<file path="config.mk">
export PLATFORM = sky130hd
export DESIGN_NAME = adc_ctrl_seq
export DESIGN_NICKNAME = d
export VERILOG_FILES = /design/src/rtl/adc_ctrl_seq.sv
export SDC_FILE = /design/constraint.sdc
export NUM_CORES = 1
export LEC_CHECK = 0
export ABC_AREA = 0
export CAP_MARGIN = 40
export CORE_ASPECT_RATIO = 0.75
export CORE_UTILIZATION = 48
export CTS_BUF_LIST = sky130_fd_sc_hd__clkbuf_4 sky130_fd_sc_hd__clkbuf_8
export DETAILED_ROUTE_END_ITERATION = 8
export PLACE_DENSITY = 0.93
export SETUP_SLACK_MARGIN = 0.05
export SLEW_MARGIN = 0
export SYNTH_ARGS = -nofsm -noshare
export SYNTH_HDL_FRONTEND = slang
export SYNTH_SLANG_ARGS = --single-unit
</file>
<file path="constraint.sdc">
create_clock -name clk -period 4 [get_ports clk]
set_input_delay 1 -clock clk [delete_from_list [all_inputs] [get_ports clk]]
set_output_delay 1 -clock clk [all_outputs]
set_load 0.02 [all_outputs]
</file>
<file path="src/rtl/adc_ctrl_seq.sv">
module adc_ctrl_seq #(
  parameter int SYNC_STAGES = 2
) (
  input  logic       clk,
  input  logic       rst_n,
  input  logic       cs_n,
  input  logic       wr_n,
  input  logic       rd_n,
  input  logic       sel_reg,
  input  logic       hi_byte,
  input  logic [7:0] din,
  input  logic [1:0] addr,
  input  logic       cal_n,
  input  logic       trig,
  input  logic       supply_fail,
  input  logic       conv_done,
  input  logic       cal_done,
  input  logic       cal_ovf,
  output logic       conv_start,
  output logic       cal_start,
  output logic       busy,
  output logic       core_sleep,
  output logic       latch_mode,
  output logic       sh_mode,
  output logic       pd_mode,
  output logic       pfail,
  output logic       cal_err,
  output logic       overrun,
  output logic [1:0] chan
);
  localparam int NB = 6;
  localparam logic [NB-1:0] IDLE_LVL = 6'b100111;
  localparam int LS = SYNC_STAGES - 1;

  typedef enum logic [1:0] {S_IDLE, S_CAL, S_CONV} st_t;
  st_t st;

  logic [NB-1:0] sync_q [SYNC_STAGES];
  logic [NB-1:0] last_q;
  logic          trig_q;
  logic          unused_bits;

  assign unused_bits = ^{din[7:6], din[4]};

  always_ff @(posedge clk or negedge rst_n) begin
    if (!rst_n) begin
      for (int i = 0; i < SYNC_STAGES; i++) sync_q[i] <= IDLE_LVL;
      last_q <= IDLE_LVL;
      trig_q <= 1'b0;
    end else begin
      sync_q[0] <= {cal_n, hi_byte, sel_reg, rd_n, wr_n, cs_n};
      for (int i = 1; i < SYNC_STAGES; i++) sync_q[i] <= sync_q[i-1];
      last_q <= sync_q[LS];
      trig_q <= trig;
    end
  end

  logic wr_ev, reg_wr, dat_wr, cal_ev, trg_ev, want_cal, want_conv;

  assign wr_ev     = sync_q[LS][1] & ~last_q[1] & ~last_q[0] & last_q[2];
  assign reg_wr    = wr_ev & last_q[3] & last_q[4];
  assign dat_wr    = wr_ev & ~last_q[3];
  assign cal_ev    = ~sync_q[LS][5] & last_q[5];
  assign trg_ev    = sh_mode & trig & ~trig_q;
  assign want_cal  = cal_ev | (reg_wr & din[1]);
  assign want_conv = (reg_wr & ~din[1]) | (dat_wr & ~sh_mode) | trg_ev;

  assign busy       = (st != S_IDLE);
  assign core_sleep = pd_mode & (st == S_IDLE);

  always_ff @(posedge clk or negedge rst_n) begin
    if (!rst_n) begin
      st         <= S_IDLE;
      conv_start <= 1'b0;
      cal_start  <= 1'b0;
      latch_mode <= 1'b0;
      sh_mode    <= 1'b0;
      pd_mode    <= 1'b0;
      pfail      <= 1'b0;
      cal_err    <= 1'b0;
      overrun    <= 1'b0;
      chan       <= '0;
    end else begin
      conv_start <= 1'b0;
      cal_start  <= 1'b0;
      if (supply_fail) begin
        latch_mode <= 1'b0;
        sh_mode    <= 1'b0;
        pd_mode    <= 1'b1;
        pfail      <= 1'b1;
        cal_err    <= 1'b0;
        cal_start  <= 1'b1;
        st         <= S_CAL;
      end else begin
        if (reg_wr) begin
          latch_mode <= din[0];
          sh_mode    <= din[2];
          pd_mode    <= din[3];
          if (!din[5]) pfail <= 1'b0;
        end
        if (cal_ev) pd_mode <= 1'b0;
        if (dat_wr) chan <= addr;
        if (busy && (want_cal || want_conv)) overrun <= 1'b1;
        case (st)
          S_IDLE: begin
            if (want_cal) begin
              st        <= S_CAL;
              cal_start <= 1'b1;
              cal_err   <= 1'b0;
            end else if (want_conv) begin
              st         <= S_CONV;
              conv_start <= 1'b1;
            end
          end
          S_CAL: begin
            if (cal_ovf) cal_err <= 1'b1;
            if (cal_done) begin
              st         <= S_CONV;
              conv_start <= 1'b1;
            end
          end
          S_CONV: begin
            if (conv_done) st <= S_IDLE;
          end
          default: st <= S_IDLE;
        endcase
      end
    end
  end


  busy_rise_chk: assert property (@(posedge clk) disable iff (!rst_n)
    $rose(busy) |-> (conv_start || cal_start));


  start_excl_chk: assert property (@(posedge clk) disable iff (!rst_n)
    $onehot0({conv_start, cal_start}));


  cal_hold_chk: assert property (@(posedge clk) disable iff (!rst_n)
    cal_start |=> busy);


  cal_err_clr_chk: assert property (@(posedge clk) disable iff (!rst_n)
    cal_start |-> !cal_err);


  overrun_sticky_chk: assert property (@(posedge clk) disable iff (!rst_n)
    overrun |=> overrun);


  supply_fail_chk: assert property (@(posedge clk) disable iff (!rst_n)
    supply_fail |=> (cal_start && pd_mode && pfail && !sh_mode));

endmodule

</file>
* Word level (Yosys, flattened, before mapping)
Cells that the tools add are included.
** Operators by class
- Bitwise operators :: 24
- Order comparisons :: 0
- Muxes and demuxes :: 28
- Equal/unequal tests :: 8
- Add/sub/neg operators :: 0
- Div/mod/pow operators :: 0
- Multipliers :: 0
- Shifts and indexed selects :: 0
- Reductions and logical operators :: 12
** Operator list (count)
- $mux W1 :: 20
- $and A1 B1 Y1 :: 13
- $ne A3 B3 Y1 const B :: 4
- $mux W2 :: 5
- $not A1 Y1 :: 8
- $pmux W2 S3 :: 1
- $reduce_and A2 Y1 :: 3
- $reduce_and A3 Y1 :: 2
- $reduce_bool A3 Y1 :: 2
- $ne A4 B4 Y1 const B :: 1
- $pmux W1 S2 :: 2
- $reduce_bool A2 Y1 :: 2
- $or A1 B1 Y1 :: 3
- $eq A2 B1 Y1 const B :: 1
- $eq A2 B2 Y1 const B :: 1
- $logic_not A2 Y1 :: 1
- $ne A2 B1 Y1 const B :: 1
- $logic_and A1 B1 Y1 :: 1
- $logic_or A1 B1 Y1 :: 1
** Word-level totals
- Bits in latches :: 0
- Bits in read-only memories :: 0
- Bits of input ports :: 23
- Bits in registers :: 31
- Memories :: 0
- Bits in writable memories :: 0
- Word-level logic and storage cells :: 86

* Longest topological paths before layout
Gate-level depths: netlist of the first run.
- Depth in word-level cells :: 13
- Gate-level depth with buffers :: 4
- Gate-level depth less buffers :: 3

* Least setup slack after synthesis of the first run
Ideal clock, no wire load.
- Path type :: reg-to-output
- Start :: register st[0]
- End :: output core_sleep
- Slack :: 2.075 ns
- Required time :: 3.000 ns
- Path buffers :: 0
- Arrival :: 0.925 ns
- Cell stages (with the launch flop) :: 3
- Cells stage by stage :: dfrtp_1 > nor2_1 > and2_1
** On the way
- Cells in the longest elaborated chain, start to end :: 2
** RTL lines
- start, declared :: RTL line 36 : st_t st;
- start signal, assigned :: RTL line 73 : st <= S_IDLE;
- start signal, assigned :: RTL line 93 : st <= S_CAL;
- start signal, assigned :: RTL line 107 : st <= S_CAL;
- $logic_not A2 Y1 :: RTL line 69 : assign core_sleep = pd_mode & (st == S_IDLE);
- $and A1 B1 Y1 :: RTL line 69
- end, declared :: RTL line 22 : output logic core_sleep,
No other way between the ends.

* Final worst setup path of the first run
Same ends and word-level chain as after synthesis.

==> impl_metrics.toml, run 1 <==
[synth]
syn_area_per_cell_sq_um = 14.4
synth-edff-count = 0
ys_ff_latch = 31
synth_top_area_share_pct = 41.4
syn-num-nets = 103
async_reset_ff_share_pct = 100
synth_area_leaders = "dfrtp_1 (41%), dfstp_2 (27%), mux2_4 (2.6%)"
synth_seq_area_share_pct = 68.8
synth_cell_types = 33
yosys_warnings = 0
syn-cell-area_sq_um = 1150
yosys.area.top_type = "dfrtp_1"
syn_inst = 80
yosys_most_used_dff = "dfrtp_1"

[setup_path]
critPathLaunchType = "flip-flop"
cp_max_fo = 7
arrival_ns = 1.91
reg2reg_from = "sync_q[1]$_DFF_PN1_"
reg2regPathDepth = 3
crit_type = "reg2out"
critical_path.startpoint = "st[0]$_DFFE_PN0P_"
end_kind = "output pin"
crit_required_ns = 3.00

[sta]
hold_violations = 0
fin_crit_sh_pct = 72.6
rsz0062_at_grt = "no"
setup_viol = 0
fin_setup_tns_ns = 0
max_freq_mhz = 344
tightest_slew_ns = 0.462
hold-worst-slack_ns = 0.358
max-slew-margin-rel_pct = 69.1
skew_ns = 0.00534
min_period_ns = 2.91
drv_slew = 0

[final_layout]
ff_latch_area_sq_um = 791
fillers = 125
drive_above_1_share_pct = 25.2
fin_nets = 141
fin_util_pct = 76.0
finalInstanceArea_sq_um = 1610
antenna_cells = 0
multi_input_area_sq_um = 335
syn_to_final_growth_pct = 40.3

[clock_tree]
clock-root-buffer = "clkbuf_4"
post_cts_buffers = 0
worstSkewPairLatency_ns = 0.32
cts_sinks = 31
clk_pin_slew_worst_paths_ns = 0.09
cts_tree = "built"
cts_buffer_depth = 2
numCtsBuffers = 5
cts_max_level = 2
hold_buffers = 0
ctsResizeCount = 0

[pwr]
switching_power_uw = 165
combPwrFrac_pct = 13.9
p_int_uw = 601
finalPower_uw = 765
vdd_drop_max_v = 0.000287
seq_power_share_pct = 46.2
switching_share_pct = 21.5
clkPwrFrac_pct = 39.8
power_density_nw_per_um2 = 475
p_leak_nw = 0.654

[global_routing]
grtUsageTotal_pct = 21.1
grt_pass1_wl_um = 3800
grt_max_degree = 21
grt-ovfl-total = 0
grt_pass1_vias = 879
antenna_found_initial = 0

[drt]
drt_first_pass_iters = 4
top_layer = "met4"
route.detailed.drc = 0
via_count = 778
wire_per_inst_um = 14.5
avgViaCountPerCell = 5.15
drt-total-wl_um = 2200
met1_length_um = 877
antenna_left = 0
met3_wirelength_um = 127
wl_met2_um = 1130
drt_iter0_markers = 28

[flow_run]
drv_cap = 0

[status]
status = "finished clean"

[die]
start_util_pct = 54.2
die_h_um = 44.4
boundaryPins = 35
die_w_um = 58.5
core_sq_um = 2120
rows = 14
die_area_sq_um = 2590

[placement]
place.gp.congestion = 0.810
numPortBuffers = 31
dpl-instance-area_sq_um = 1510
dp_hpwl_um = 1560

[hold_path]
min_path_cells = 0
hold_start = "sync_q[3]$_DFF_PN0_"
hold_class = "reg2reg"
through the flow:
step	instances	setup WS, ns
after floorplan	80	2.08
after global placement	142	1.46
after detailed placement	143	1.44
after CTS	151	1.08
after global routing	151	0.994
final	151	1.09
cells in the mapped netlist, types with 2 or more instances:
| master | n |
|---|---|
| nand4_1 | 2 |
| a21oi_1 | 4 |
| nor2b_1 | 2 |
| nand2_1 | 2 |
| nand2b_1 | 2 |
| mux2_4 | 2 |
| inv_1 | 2 |
| dfrtp_1 | 19 |
| nor2_1 | 7 |
| dfstp_2 | 12 |
| nand3_1 | 2 |
| o21ai_0 | 3 |
power by group through the flow:
stage | Combinational (mW) | Clock (mW) | Sequential (mW)
global placement | 0.102 | 0 | 0.358
CTS | 0.108 | 0.310 | 0.354
finish | 0.107 | 0.305 | 0.354
global route | 0.114 | 0.324 | 0.358
detailed placement | 0.106 | 0 | 0.360
floorplan | 0.0359 | 0 | 0.369
state kept, by name, indices dropped and copies added (netlist names):
name,count
pd_mode,1
chan,2
st,2
sync_q,12
trig_q,1
latch_mode,1
sh_mode,1
conv_start,1
cal_start,1
overrun,1
last_q,6
cal_err,1
pfail,1
area by class of cell:
cell class	instances	share of cell area [%]
clock buffers	6	2.80
clock inverters	2	3.73
inverters	2	0.466
multi-input cells	45	20.8
flip-flops and latches	31	49.1
well taps	32	2.48
repair buffers	33	20.7
logic make-up after synthesis:
family,Yosys count,share of synthesized area [%]
AOI/OAI and AO/OA,18,13.4
and+or+nand+nor,25,13.2
DFF,31,68.8
muxes,2,2.61
buffers and inverters,4,1.96
placed cells by master, fill, tap and decap left out, types with 3 or more instances in the layout:
master	instances
clkdlybuf4s50_1	31
o21ai_0	3
a21oi_1	4
dfstp_2	12
dfrtp_1	19
nor2_1	7
clkbuf_4	6
worst max-delay path, cell delays in order (launching register included):
cell	delay [ns]
dfrtp_1	0.46
nor2_1	0.34
and2_1	0.19
clkdlybuf4s50_1	0.60
final timing paths:
kind | endpoint | slack [ns]
worst max register to register | chan[0]$_DFFE_PN0P_ | 2.21
max in group asynchronous | sync_q[0]$_DFF_PN1_ | 2.36
worst min-delay path | last_q[3]$_DFF_PN0_ | 0.36
min in group asynchronous | chan[1]$_DFFE_PN0P_ | 0.95
worst max-delay path | core_sleep | 1.09
worst min register to register | last_q[3]$_DFF_PN0_ | 0.36
routing by layer:
metal / global-route usage (%) / vias to the layer above
li1: - / 361
met1: 21.3 / 378
met5: 0 / -
met4: 14.8 / 0
met3: 6.14 / 7
met2: 37.9 / 32
Power figures use the tool's default switching activity.
==> run 2: changes to the inputs <==
--- a/config.mk
+++ b/config.mk
@@ -8,10 +8,10 @@
 export ABC_AREA = 0
 export CAP_MARGIN = 40
 export CORE_ASPECT_RATIO = 0.75
-export CORE_UTILIZATION = 48
+export CORE_UTILIZATION = 47
 export CTS_BUF_LIST = sky130_fd_sc_hd__clkbuf_4 sky130_fd_sc_hd__clkbuf_8
 export DETAILED_ROUTE_END_ITERATION = 8
-export PLACE_DENSITY = 0.93
+export PLACE_DENSITY = 0.91
 export SETUP_SLACK_MARGIN = 0.05
 export SLEW_MARGIN = 0
 export SYNTH_ARGS = -nofsm -noshare
==> constraint.sdc (replaced) <==
create_clock -name clk -period 2.7 [get_ports clk]
set_input_delay 0.675 -clock clk [delete_from_list [all_inputs] [get_ports clk]]
set_output_delay 0.675 -clock clk [all_outputs]
set_load 0.02 [all_outputs]
==> impl_metrics.toml, run 2 (synthesized netlist as in run 1, its figures left out) <==
[sta]
tightest_slew_ns = 0.395
max-slew-margin-rel_pct = 73.4
max_freq_mhz = 405
fin_ws_ns = 0.230
fin_setup_tns_ns = 0
drv_slew = 0
rsz0062_at_grt = "no"
hold_violations = 0
min_period_ns = 2.47
setup_viol = 0
hold-worst-slack_ns = 0.356
fin_crit_sh_pct = 91.5
skew_ns = 0.00377

[die]
die_area_sq_um = 2650
die_w_um = 59.1
start_util_pct = 49.8
core_sq_um = 2310
die_h_um = 44.8
boundaryPins = 35
rows = 15

[setup_path]
cp-endpoint = "core_sleep"
end_kind = "output pin"
reg2regPathDepth = 3
cp_max_fo = 7
crit_required_ns = 2.03
cp.depth = 3
r2r_end = "chan[1]$_DFFE_PN0P_"
critical_path.startpoint = "st[0]$_DFFE_PN0P_"
reg2reg_from = "sync_q[1]$_DFF_PN1_"
arrival_ns = 1.80
crit_type = "reg2out"
critPathLaunchType = "flip-flop"
path_cells = "nor2_2, and2_1, clkdlybuf4s50_1"
slowest_delay_ns = 0.59
crit_buf_inv = 1
rrSetupSlack_ns = 0.95
cp_top_family = "buffers and inverters"
slowest_stage = "clkdlybuf4s50_1"

[pwr]
power_density_nw_per_um2 = 705
clkPwrFrac_pct = 40.0
switching_power_uw = 245
switching_share_pct = 21.6
finalPower_mw = 1.13
p_leak_nw = 0.651
p_int_uw = 889
vdd_drop_max_v = 0.000403
seq_power_share_pct = 46.3
combPwrFrac_pct = 13.7

[global_routing]
grtUsageTotal_pct = 19.3
grt_pass1_vias = 834
antenna_found_initial = 0
grt_pass1_wl_um = 3550
grt_max_degree = 32
grt-ovfl-total = 0

[clock_tree]
cts_tree = "built"
cts_max_level = 2
numCtsBuffers = 5
cts_buffer_depth = 2
clk_pin_slew_worst_paths_ns = 0.09
hold_buffers = 0
worstSkewPairLatency_ns = 0.33
cts_sinks = 31
clock-root-buffer = "clkbuf_4"

[final_layout]
fillers = 173
fin_nets = 141
drive_above_1_share_pct = 26.1
top_regs = "sync_q (12), last_q (6)"
final_cell_mix = "clkdlybuf4s50_1 (31), dfrtp_1 (19), dfstp_2 (12)"
ff_latch_area_sq_um = 791
largest_register_ffs = 12
layout_commonest_cell = "clkdlybuf4s50_1"
syn_to_final_growth_pct = 40.1
multi_input_area_sq_um = 338
antenna_cells = 0
fin_util_pct = 69.7
largest-register = "sync_q"

[placement]
dp_hpwl_um = 1520
place_ws_ns = 0.506
place.gp.congestion = 0.715
numPortBuffers = 31

[drt]
drt-total-wl_um = 2140
via_count = 786
avgViaCountPerCell = 5.14
drt_first_pass_iters = 4
wire_per_inst_um = 14.0
antenna_left = 0
drt_iter0_markers = 47
route.detailed.drc = 0

[hold_path]
hold_class = "reg2reg"

[flow_run]
drv_cap = 0

[status]
status = "finished clean"
==> run 2: what timing repair did <==
item / in CTS / in global routing
gates resized for setup: 0 / 1
hold endpoints to repair: 0 / 0
setup endpoints to repair: 0 / 1
setup buffers: 0 / 0
==> run 2: routing by layer <==
metal / vias to the layer above / global-route usage, % / part of all wire, %
li1: 360 / - / -
met1: 390 / 20.7 / 41
met2: 30 / 32.7 / 51
met3: 6 / 6.59 / 6.3
met4: 0 / 13.3 / 2.3
met5: - / 0 / 0
==> run 2: worst min-delay path by stage <==
stage / slack (ns) / endpoint / from / cells after the start
2_1_floorplan: 0.33 / last_q[3]$_DFF_PN0_ / sync_q[3]$_DFF_PN0_ / 0
3_3_place_gp: 0.33 / last_q[4]$_DFF_PN0_ / sync_q[4]$_DFF_PN0_ / 0
3_5_place_dp: 0.34 / last_q[3]$_DFF_PN0_ / sync_q[3]$_DFF_PN0_ / 0
4_1_cts: 0.36 / last_q[3]$_DFF_PN0_ / sync_q[3]$_DFF_PN0_ / 0
5_1_grt: 0.37 / sync_q[5]$_DFF_PN1_ / sync_q[11]$_DFF_PN1_ / 0
6_report: 0.36 / last_q[3]$_DFF_PN0_ / sync_q[3]$_DFF_PN0_ / 0
==> run 2: power groups by stage <==
stage / sequential [mW] / clock, mW / combinational (mW)
after global routing: 0.530 / 0.485 / 0.167
after CTS: 0.525 / 0.465 / 0.156
after global placement: 0.529 / 0 / 0.152
final: 0.525 / 0.454 / 0.155
after detailed placement: 0.534 / 0 / 0.155
after floorplan: 0.547 / 0 / 0.0531
==> run 2: metrics by stage <==
stage | instance area (sq um) | std cells
floorplan | 1150 | 80
global placement | 1500 | 145
CTS | 1610 | 153
global route | 1610 | 153
finish | 1610 | 153
detailed placement | 1500 | 145
==> run 2: final cells by class <==
| cell class | count | area share (%) |
|---|---|---|
| flip-flops and latches | 31 | 49.1 |
| multi-input cells | 45 | 21.0 |
| repair buffers | 33 | 20.2 |
| clock inverters | 2 | 3.73 |
| clock buffers | 6 | 2.80 |
| well taps | 34 | 2.64 |
| inverters | 2 | 0.467 |
==> run 3: changes to the inputs <==
--- a/config.mk
+++ b/config.mk
@@ -8,10 +8,10 @@
 export ABC_AREA = 0
 export CAP_MARGIN = 40
 export CORE_ASPECT_RATIO = 0.75
-export CORE_UTILIZATION = 47
+export CORE_UTILIZATION = 43
 export CTS_BUF_LIST = sky130_fd_sc_hd__clkbuf_4 sky130_fd_sc_hd__clkbuf_8
 export DETAILED_ROUTE_END_ITERATION = 8
-export PLACE_DENSITY = 0.91
+export PLACE_DENSITY = 0.88
 export SETUP_SLACK_MARGIN = 0.05
 export SLEW_MARGIN = 0
 export SYNTH_ARGS = -nofsm -noshare
==> constraint.sdc (replaced) <==
create_clock -name clk -period 2.1 [get_ports clk]
set_input_delay 0.525 -clock clk [delete_from_list [all_inputs] [get_ports clk]]
set_output_delay 0.525 -clock clk [all_outputs]
set_load 0.02 [all_outputs]
==> impl_metrics.toml, run 3 (synthesized netlist as in run 1, its figures left out) <==
[final_layout]
top_regs = "sync_q (12), last_q (6)"
drive_above_1_share_pct = 27.5
fillers = 203
largest-register = "sync_q"
ff_latch_area_sq_um = 792
antenna_cells = 0
fin_nets = 142
final_cell_mix = "clkdlybuf4s50_1 (29), dfrtp_1 (18), dfstp_2 (12)"
largest_register_ffs = 12
multi_input_area_sq_um = 338
layout_commonest_cell = "clkdlybuf4s50_1"
syn_to_final_growth_pct = 36.5

[sta]
drv_slew = 0
max_freq_mhz = 509
hold_violations = 0
tightest_slew_ns = 0.390
rsz0062_at_grt = "no"
setup_viol = 0
fin_crit_sh_pct = 93.5
skew_ns = 0.00549
fin_setup_tns_ns = 0
max-slew-margin-rel_pct = 73.9
min_period_ns = 1.96

[setup_path]
end_kind = "output pin"
crit_required_ns = 1.57
rrSetupSlack_ns = 0.34
critPathLaunchType = "flip-flop"
crit_type = "reg2out"
slowest_stage = "dfrtp_2"
path_cells = "nor2_2, buf_4, inv_1, dlygate4sd2_1"
reg2regPathDepth = 3
reg2reg_from = "sync_q[1]$_DFF_PN1_"
slowest_delay_ns = 0.46
cp_max_fo = 7
crit_buf_inv = 3
arrival_ns = 1.44
r2r_end = "chan[0]$_DFFE_PN0P_"
cp_top_family = "buffers and inverters"

[die]
die_h_um = 46.8
core_sq_um = 2400
boundaryPins = 35
rows = 15
die_w_um = 61.7
die_area_sq_um = 2880
start_util_pct = 47.8

[clock_tree]
clock-root-buffer = "clkbuf_4"
worstSkewPairLatency_ns = 0.32
cts_max_level = 2
cts_sinks = 31
clk_pin_slew_worst_paths_ns = 0.10
cts_buffer_depth = 2
cts_tree = "built"
numCtsBuffers = 5
hold_buffers = 0

[placement]
place.gp.congestion = 0.748
dp_hpwl_um = 1600
numPortBuffers = 31

[pwr]
finalPower_mw = 1.20
power_density_nw_per_um2 = 768
vdd_drop_max_v = 0.000460
p_leak_nw = 0.630

[drt]
avgViaCountPerCell = 5.12
antenna_left = 0
drt_iter0_markers = 34
drt-total-wl_um = 2170
wire_per_inst_um = 14.1
drt_first_pass_iters = 4
route.detailed.drc = 0
via_count = 788

[hold_path]
hold_end = "last_q[3]$_DFF_PN0_"
min_path_cells = 0
hold_class = "reg2reg"
hold_start = "sync_q[3]$_DFF_PN0_"

[global_routing]
grtUsageTotal_pct = 18.2
grt-ovfl-total = 0
grt_max_degree = 32
antenna_found_initial = 0
grt_pass1_wl_um = 3470
grt_pass1_vias = 827

[flow_run]
drv_cap = 0

[status]
status = "finished clean"
[run 3: cell count changes in the layout (fill, tap and decap cells not counted)]
cell             previous run  this run
clkinv_2                    0         1
clkbuf_4                    6         5
dfrtp_2                     0         1
bufinv_16                   2         0
dlygate4sd2_1               0         2
clkinvlp_4                  0         2
dfrtp_1                    19        18
clkdlybuf4s50_1            31        29
buf_4                       2         3
[run 3: final cells by class]
cell class,count,area share (%)
clock inverters,3,1.28
inverters,2,0.479
well taps,34,2.71
clock buffers,5,2.39
repair buffers,34,21.1
multi-input cells,45,21.5
flip-flops and latches,31,50.5
[run 3: power breakdown]
part | switching [mW] | internal, mW | total [mW]
Combinational | 0.0904 | 0.112 | 0.202
Sequential | 0.0266 | 0.648 | 0.674
Clock | 0.200 | 0.128 | 0.328
Total | 0.317 | 0.887 | 1.20
[run 3: worst max path at each step]
| stage | slack, ns | start | to | depth (start not counted) |
|---|---|---|---|---|
| 4_1_cts | 0.09 | st[0]$_DFFE_PN0P_ | busy | 4 |
| 5_1_grt | 0.06 | st[0]$_DFFE_PN0P_ | busy | 4 |
| 3_3_place_gp | 0.26 | st[0]$_DFFE_PN0P_ | core_sleep | 3 |
| 6_report | 0.14 | st[0]$_DFFE_PN0P_ | busy | 4 |
| 3_5_place_dp | 0.24 | st[0]$_DFFE_PN0P_ | core_sleep | 3 |
| 2_1_floorplan | 0.58 | sync_q[1]$_DFF_PN1_ | chan[0]$_DFFE_PN0P_ | 4 |
[run 3: per-stage QoR]
stage / cells / hold slack [ns] / area (sq um) / worst slack (ns) / util, %
finish: 154 / 0.357 / 1570 / 0.136 / 65.3
global route: 154 / 0.357 / 1570 / 0.0635 / 65.3
CTS: 154 / 0.361 / 1560 / 0.0852 / 65.1
detailed placement: 146 / 0.337 / 1510 / 0.242 / 62.8
global placement: 146 / 0.333 / 1510 / 0.262 / 62.8
floorplan: 80 / 0.229 / 1150 / 0.582 / -
[run 3: worst reg2reg max path: stages, from the launching register on]
cell,delay (ns)
dfstp_2,0.55
nand4bb_1,0.34
or3_4,0.47
mux2_4,0.30
[run 3: layer usage]
metal / wire length [um] / part of all wire, % / GRT usage, %
met1: 856 / 39 / 19.0
met3: 154 / 7.1 / 8.54
met4: 20 / 0.92 / 10.7
met5: 0 / 0 / 0
met2: 1140 / 52 / 30.8
[run 3: repair_timing]
| action | CTS | global route |
|---|---|---|
| setup buffers | 0 | 0 |
| setup endpoints to repair | 2 | 1 |
| resized for setup | 2 | 2 |
| hold endpoints to repair | 0 | 0 |
